--- config.mk ---
export PLATFORM = sky130hd
export DESIGN_NAME = chr_bank_mapper
export DESIGN_NICKNAME = d
export VERILOG_FILES = /design/src/rtl/chr_map_pkg.sv /design/src/rtl/chr_wr_decode.sv /design/src/rtl/chr_layout_fsm.sv /design/src/rtl/chr_bank_regs.sv /design/src/rtl/chr_addr_xlate.sv /design/src/rtl/chr_bank_mapper.sv
export SDC_FILE = /design/constraint.sdc
export NUM_CORES = 1
export LEC_CHECK = 0
export CAP_MARGIN = 20
export CORE_MARGIN = 1
export CORE_UTILIZATION = 49
export DETAILED_ROUTE_END_ITERATION = 7
export PLACE_DENSITY_LB_ADDON = 0.1
export SLEW_MARGIN = 20
export SYNTH_ARGS = -nofsm -noshare
export SYNTH_HDL_FRONTEND = slang
export SYNTH_HIERARCHICAL = 1
export SYNTH_SLANG_ARGS = --single-unit
--- constraint.sdc ---
create_clock -name clk -period 1.3 [get_ports clk]
set_input_delay 0.13 -clock clk [delete_from_list [all_inputs] [get_ports clk]]
set_output_delay 0.13 -clock clk [all_outputs]
set_load 0.01 [all_outputs]
--- src/rtl/chr_map_pkg.sv ---
package chr_map_pkg;
    localparam int PPU_AW   = 14;
    localparam int WIN_AW   = 16;
    localparam logic [WIN_AW-1:0] OFS_WIDE_REQ = 16'h0000;
    localparam logic [WIN_AW-1:0] OFS_BANK0    = 16'h0310;
    localparam int NARROW_LO = 2;
    localparam int NARROW_HI = 5;

    typedef enum logic [1:0] {
        LAY_INIT = 2'd0,
        LAY_WIDE = 2'd1,
        LAY_LOCK = 2'd2
    } layout_e;
endpackage

--- src/rtl/chr_wr_decode.sv ---
module chr_wr_decode
    import chr_map_pkg::*;
#(
    parameter int NUM_BANKS = 8
) (
    input  logic                  wr_en,
    input  logic [WIN_AW-1:0]     wr_addr,
    output logic [NUM_BANKS-1:0]  bank_we,
    output logic                  wide_req,
    output logic                  narrow_hit
);
    localparam int IDX_W = $clog2(NUM_BANKS);

    logic             in_bank_page;
    logic [IDX_W-1:0] idx;

    assign in_bank_page = wr_en && (wr_addr[WIN_AW-1:IDX_W] == OFS_BANK0[WIN_AW-1:IDX_W]);
    assign idx          = wr_addr[IDX_W-1:0];
    assign wide_req     = wr_en && (wr_addr == OFS_WIDE_REQ);
    assign narrow_hit   = in_bank_page && (int'(idx) >= NARROW_LO) && (int'(idx) <= NARROW_HI);

    for (genvar g = 0; g < NUM_BANKS; g++) begin : g_we
        assign bank_we[g] = in_bank_page && (int'(idx) == g);
    end
endmodule

--- src/rtl/chr_layout_fsm.sv ---
module chr_layout_fsm
    import chr_map_pkg::*;
(
    input  logic    clk,
    input  logic    rst_n,
    input  logic    wide_req,
    input  logic    narrow_hit,
    output layout_e state_q,
    output logic    wide_mode
);
    layout_e state_d;

    always_ff @(posedge clk or negedge rst_n) begin
        if (!rst_n) state_q <= LAY_INIT;
        else        state_q <= state_d;
    end

    always_comb begin
        state_d = state_q;
        unique case (state_q)
            LAY_INIT: begin
                if (narrow_hit)    state_d = LAY_LOCK;
                else if (wide_req) state_d = LAY_WIDE;
            end
            LAY_WIDE: begin
                if (narrow_hit)    state_d = LAY_LOCK;
            end
            LAY_LOCK: state_d = LAY_LOCK;
            default:  state_d = LAY_INIT;
        endcase
    end

    always_comb begin
        unique case (state_q)
            LAY_WIDE: wide_mode = 1'b1;
            default:  wide_mode = 1'b0;
        endcase
    end
endmodule

--- src/rtl/chr_bank_regs.sv ---
module chr_bank_regs #(
    parameter int NUM_BANKS = 8,
    parameter int BANK_W    = 8
) (
    input  logic                               clk,
    input  logic                               rst_n,
    input  logic [NUM_BANKS-1:0]               bank_we,
    input  logic [BANK_W-1:0]                  wr_data,
    output logic [NUM_BANKS-1:0][BANK_W-1:0]   bank_q
);
    for (genvar g = 0; g < NUM_BANKS; g++) begin : g_reg
        always_ff @(posedge clk or negedge rst_n) begin
            if (!rst_n)          bank_q[g] <= '0;
            else if (bank_we[g]) bank_q[g] <= wr_data;
        end
    end
endmodule

--- src/rtl/chr_addr_xlate.sv ---
module chr_addr_xlate
    import chr_map_pkg::*;
#(
    parameter int NUM_BANKS = 8,
    parameter int BANK_W    = 8,
    parameter int CHR_AW    = 20
) (
    input  logic                              wide_mode,
    input  logic [NUM_BANKS-1:0][BANK_W-1:0]  bank_q,
    input  logic [PPU_AW-1:0]                 ppu_addr,
    output logic [CHR_AW-1:0]                 chr_addr,
    output logic                              chr_valid
);
    localparam int PAGE1K_W = 10;
    localparam int PAGE2K_W = PAGE1K_W + 1;
    localparam int REP_LO   = 4;
    localparam int FULL_W   = 2 + BANK_W + PAGE1K_W;

    logic [2:0]        slot1k;
    logic [1:0]        slot2k;
    logic [2:0]        sel2k;
    logic [BANK_W-1:0] bank1k;
    logic [BANK_W-1:0] bank2k;
    logic [FULL_W-1:0] addr1k;
    logic [FULL_W-1:0] addr2k;

    assign slot1k = ppu_addr[12:10];
    assign slot2k = ppu_addr[12:11];
    // upper wide slots are served by the last two registers
    assign sel2k  = {slot2k[1], slot2k[1], slot2k[0]};
    assign bank1k = bank_q[slot1k];
    assign bank2k = bank_q[sel2k];

    assign addr1k = {bank1k[REP_LO+1:REP_LO], bank1k, ppu_addr[PAGE1K_W-1:0]};
    assign addr2k = {1'b0, bank2k, ppu_addr[PAGE2K_W-1:0]};

    always_comb begin
        chr_valid = !ppu_addr[PPU_AW-1];
        chr_addr  = '0;
        if (chr_valid)
            chr_addr = wide_mode ? CHR_AW'(addr2k) : CHR_AW'(addr1k);
    end
endmodule

--- src/rtl/chr_bank_mapper.sv ---
module chr_bank_mapper
    import chr_map_pkg::*;
#(
    parameter int NUM_BANKS = 8,
    parameter int BANK_W    = 8,
    parameter int CHR_AW    = 20
) (
    input  logic                 clk,
    input  logic                 rst_n,
    input  logic                 wr_en,
    input  logic [15:0]          wr_addr,
    input  logic [BANK_W-1:0]    wr_data,
    input  logic [13:0]          ppu_addr,
    output logic [CHR_AW-1:0]    chr_addr,
    output logic                 chr_valid
);
    logic [NUM_BANKS-1:0]             bank_we;
    logic                             wide_req;
    logic                             narrow_hit;
    logic                             wide_mode;
    layout_e                          layout_q;
    logic [NUM_BANKS-1:0][BANK_W-1:0] bank_q;

    chr_wr_decode #(.NUM_BANKS(NUM_BANKS)) u_dec (
        .wr_en(wr_en), .wr_addr(wr_addr), .bank_we(bank_we),
        .wide_req(wide_req), .narrow_hit(narrow_hit)
    );

    chr_layout_fsm u_fsm (
        .clk(clk), .rst_n(rst_n), .wide_req(wide_req), .narrow_hit(narrow_hit),
        .state_q(layout_q), .wide_mode(wide_mode)
    );

    chr_bank_regs #(.NUM_BANKS(NUM_BANKS), .BANK_W(BANK_W)) u_regs (
        .clk(clk), .rst_n(rst_n), .bank_we(bank_we), .wr_data(wr_data), .bank_q(bank_q)
    );

    chr_addr_xlate #(.NUM_BANKS(NUM_BANKS), .BANK_W(BANK_W), .CHR_AW(CHR_AW)) u_xl (
        .wide_mode(wide_mode), .bank_q(bank_q), .ppu_addr(ppu_addr),
        .chr_addr(chr_addr), .chr_valid(chr_valid)
    );
endmodule

After elaboration in Yosys (flattened, before gate mapping)
Cells that the tools add are included.
Cells by class
  reduce and logical (&&, ||, !) cells: 17
  order comparisons: 4
  equality and inequality tests: 12
  mux-type cells: 11
Operators by type and width (number)
  20-bit 2-to-1 mux: 2
  8-bit binary-select mux with 3-bit select: 1
  8-bit binary-select mux with 2-bit select: 1
  16-bit logical NOT: 1
  8-bit 2-to-1 mux: 2
  13-bit by 7-bit == test with 1-bit output (second input constant): 1
  3-bit == test (second input constant): 4
  1-bit logical AND: 12
  3-bit by 4-bit < comparator with 1-bit output (second input constant): 2
  3-bit by 2-bit == test with 1-bit output (second input constant): 2
  2-bit 2-to-1 mux: 3
  2-bit case mux with 3 select lines: 1
  3-bit by 1-bit == test with 1-bit output (second input constant): 1
  3-bit by 2-bit >= comparator with 1-bit output (second input constant): 1
  3-bit <= comparator (second input constant): 1
  3-bit logical NOT: 1
  3-bit inequality test (second input constant): 1
  2-bit by 1-bit == test with 1-bit output (second input constant): 1
  2-bit == test (second input constant): 1
  2-bit logical NOT: 1
  2-bit inequality test (second input constant): 1
  2-bit AND reduction: 1
  1-bit logical NOT: 1
  1-bit 2-to-1 mux: 1
Word-level totals
  output and inout bits: 21
  bits of input ports: 41
  flip-flop bits (word level): 66

Logic depth before layout (Yosys ltp)
  depth after elaboration: 6
  depth in mapped cells: 6
  gate-level depth less buffers: 6

Modules after synthesis
The synthesis kept the hierarchy.
By module, submodules not included
  chr_bank_regs: times used 1, area an instance 2652.5 µm², seq. area each 1601.5 µm², cells an instance 136
  chr_addr_xlate: times used 1, area an instance 947.2 µm², seq. area each 0.0 µm², cells an instance 81
  chr_wr_decode: times used 1, area an instance 186.4 µm², seq. area each 0.0 µm², cells an instance 27
  chr_layout_fsm: times used 1, area an instance 156.4 µm², seq. area each 50.0 µm², cells an instance 17

Least setup slack after synthesis
No wires, ideal clock.
  path type: reg2out
  start point: register u_fsm.state_q[0]
  end point: output port chr_addr[13]
  slack: -0.221 ns
  required time: 1.170 ns
  stages on the path, launching flop included: 5
  data arrival time: 1.391 ns
  path through: dfrtp_1 ha_1 inv_1 nand2_1 o41ai_1
On the way
  longest elaborated chain between the ends: 4
Ends and longest elaborated chain
  start: declaration: RTL line chr_layout_fsm.sv:8  | output layout_e state_q,
  start signal: assignment: RTL line chr_layout_fsm.sv:15  | else state_q <= state_d;
  2-bit by 1-bit == test with 1-bit output: RTL line chr_layout_fsm.sv:34  | unique case (state_q)
  1-bit 2-to-1 mux: RTL line chr_layout_fsm.sv:34
  named net wide_mode: RTL line chr_bank_mapper.sv:20  | logic wide_mode;
  20-bit 2-to-1 mux: RTL line chr_addr_xlate.sv:41  | chr_addr = wide_mode ? CHR_AW'(addr2k) : CHR_AW'(addr1k);
  20-bit 2-to-1 mux: RTL line chr_addr_xlate.sv:40  | if (chr_valid)
  end: declaration: RTL line chr_bank_mapper.sv:14  | output logic [CHR_AW-1:0] chr_addr,
The timed path passes the listed nets, and every way through them passes these cells.

Final worst setup path
  start point: register u_fsm.state_q[1]
  end point: output port chr_addr[17]
Same word-level chain as after synthesis.

==> qor.yml <==
sta:
  layout_setup_ws_ps: -547
  fmax_mhz: 541
  finalCritPeriodShare_pct: 142
  finalSetupViolCount: 11
  tightest_slew_ps: 360
  rsz0062_at_grt: "yes"
  relSlewSlack_pct: 76.0
  finalHoldViolations: 0
  fin_worst_skew_ps: 0.0880
  fin_crit_ps: 1850
  slew_violations: 0
route:
  antenna_left: 0
  drc: 0
  viasPerCell: 5.28
  wire_per_inst_um: 18.4
  vias: 2785
  totalWireLength_um: 9680
  drt_iter0_markers: 75
  first_pass_iters: 4
logic_synthesis:
  async_reset_ff_share_pct: 100
  synthesis.area_um2: 3940
  syn-instance-count: 261
  synthDistinctLibCells: 40
  synth_edf_count: 0
  yosysTopAreaCellShare_pct: 41.9
  synth_warnings: 6
  ys_seq_area_share_pct: 41.9
  syn_avg_cell_area_um2: 15.1
  synth_ff_type: "dfrtp_1"
  synth-seq-cells: 66
  synth_area_leader_cell: "dfrtp_1"
  yosys-top-cells-area: "dfrtp_1 (42%), mux2_4 (24%), mux4_2 (7.4%), mux4_1 (6.0%), buf_6 (2.6%)"
  syn-num-nets: 305
place:
  placedInstanceArea_um2: 5300
  hpwl_um: 6390
  io_buffers: 61
  gp_congestion: 0.813
grt:
  grt_use_met2_pct: 41.1
  grt-busiest-layer: "met2"
  antenna_found_initial: 0
  gr-total-overflow: 0
  grt.total_usage_pct: 24.3
  grtUsageMet3_pct: 5.89
  grt_pass1_vias: 2999
  grt_max_degree: 67
  grt_pass1_wl_um: 15500
  use_met1_pct: 31.3
cts:
  numCtsBuffers: 9
  clockRootBuffer: "clkbuf_8"
  clk_latency_ps: 340
  clk_path_buf_depth: 2
  clock-sinks: 66
  clk_pin_slew_ps: 70
  cts_tree: "done"
  cts.htree.levels: 3
floorplanning:
  dieArea_um2: 8410
  pin_count: 62
  initial_core_util_pct: 50.8
  num_rows: 32
  core_area_um2: 7770
  die_h_um: 91.7
  die_w_um: 91.7
layout:
  fin_nets: 464
  n_antenna_cell: 0
  multi_input_area_um2: 2320
  drive_gt1_share_pct: 63.1
  fill_cells: 500
  design_area_um2: 5820
  syn2layout_area_growth_pct: 47.6
  fin_util_pct: 74.9
  seqCellArea_um2: 1650
setup_path:
  rr_worst_depth: 6
  startpoint_type: "register"
  required_ps: 1170
  critPathKind: "reg -> out"
  worstReg2RegEnd: "u_fsm/state_q[1]"
  worstSetupEndpointType: "output port"
  ff2ff_setup_slack_ps: -70
  rr_startpoint: "u_fsm/state_q[0]"
  crit_fanout: 3
  crit_arrival_ps: 1720
run_status:
  violations: "negative setup slack"
  status: "finished, violations left"
pwr:
  power_leakage_nw: 2.77
  power_density_nw_per_um2: 733
  irDropWorstVdd_mv: 0.467
worst_hold_path:
  min_path_type: "in -> async"
run:
  maxCapViolCount: 0
[cells by family (layout without fill, tap and decap cells)]
family | count (synthesis) | after routing | share of synthesized area, %
multiplexers | 93 | 93 | 39.6
flip-flops | 66 | 66 | 41.9
AND/OR/NAND/NOR | 52 | 52 | 8.25
buffers and inverters | 24 | 188 | 5.71
AO/OA/AOI/OAI | 22 | 22 | 3.36
adder cells (fa/ha/maj) | 3 | 3 | 0.952
XOR/XNOR | 1 | 1 | 0.222
[how the worst max path moves through the flow]
stage	from	endpoint	slack, ps	depth (start not counted)
2_1_floorplan	wr_addr[6]	u_regs/bank_q[16]	-80	5
3_3_place_gp	ppu_addr[11]	chr_addr[11]	-1020	6
3_5_place_dp	ppu_addr[11]	chr_addr[11]	-1020	6
4_1_cts	u_fsm/state_q[1]	chr_addr[17]	-560	8
5_1_grt	u_fsm/state_q[1]	chr_addr[17]	-620	8
6_report	u_fsm/state_q[1]	chr_addr[17]	-550	8
[final cells by class]
| class | instances | share of cell area [%] |
|---|---|---|
| timing repair buffer | 165 | 25.6 |
| inverter | 7 | 0.516 |
| tap | 102 | 2.19 |
| clock buffer | 9 | 2.13 |
| sequential | 66 | 28.4 |
| multi-input combinational | 171 | 39.8 |
| clock inverter | 7 | 1.33 |
[report_power, final]
part           internal (mW)  total [mW]  switching [mW]
Clock                  0.897        1.74           0.846
Sequential              2.05        2.05        0.000472
Combinational          0.240       0.470           0.230
Total                   3.19        4.27            1.08
[metal layers]
layer  share of wire (%)  up-vias
met5                   0        -
li1                    -     1298
met3                 4.2       10
met1                  44     1417
met4                 1.2        0
met2                  51       60
[sequential cells by signal, indices dropped and copies added, names as in the netlist]
signal / flops
u_fsm/state_q: 2
u_regs/bank_q: 64
[metrics by stage]
stage	hold WS [ps]	cells	setup WS, ps	total power [mW]	setup TNS (ps)
after floorplan	-166	261	-77.2	2.25	-2310
after global placement	171	492	-1020	2.54	-54250
after detailed placement	171	492	-1020	2.54	-55860
after CTS	330	524	-558	4.30	-5010
after global routing	366	527	-624	4.42	-5800
final	329	527	-547	4.27	-4960
[cells in the mapped netlist (2+ instances only)]
| cell type | count |
|---|---|
| dfrtp_1 | 66 |
| mux2_4 | 64 |
| mux4_2 | 13 |
| nor2b_1 | 13 |
| nor2_1 | 11 |
| buf_6 | 9 |
| mux4_1 | 9 |
| a21oi_1 | 7 |
| inv_1 | 7 |
| nand2_1 | 7 |
| mux2i_1 | 6 |
| o21ai_0 | 6 |
| clkbuf_8 | 5 |
| nor3_1 | 5 |
| nand3_1 | 4 |
| ha_1 | 3 |
| a2111oi_0 | 2 |
| o21ai_1 | 2 |
[placed cells by master (no fill, tap or decap), types with 3 or more instances in the layout]
master and n:
buf_4 81, dfrtp_1 66, mux2_4 64, mux4_2 20, clkdlybuf4s50_1 18, dlygate4sd2_1 18
buf_6 14, buf_2 13, nor2b_1 12, buf_12 11, clkbuf_8 9, o21ai_2 5
nor2_1 4, nor3_4 4, nor2_4 4, nand2_1 4, inv_1 4, clkinv_4 3
clkdlybuf4s15_1 3, dlymetal6s2s_1 3, nand2_2 3, nor2_2 3, a21oi_1 3, o21ai_1 3
mux2i_1 3, a21oi_2 3
[critical path, cell delays in order, from the launching register on]
cell and delay [ps]:
dfrtp_1 390, inv_2 80, ha_4 160, clkinvlp_4 130
buf_6 140, buf_6 110, o21ai_1 180, a21oi_2 50
buf_2 140
[timing repair]
item | in CTS | in global routing
setup endpoints to repair | 87 | 77
hold buffers | 1 | 0
pin swaps | 19 | 10
resized for setup | 143 | 26
endpoints found under the hold margin | 66 | 0
buffers inserted | 16 | 3
Power figures use the tool's default switching activity.
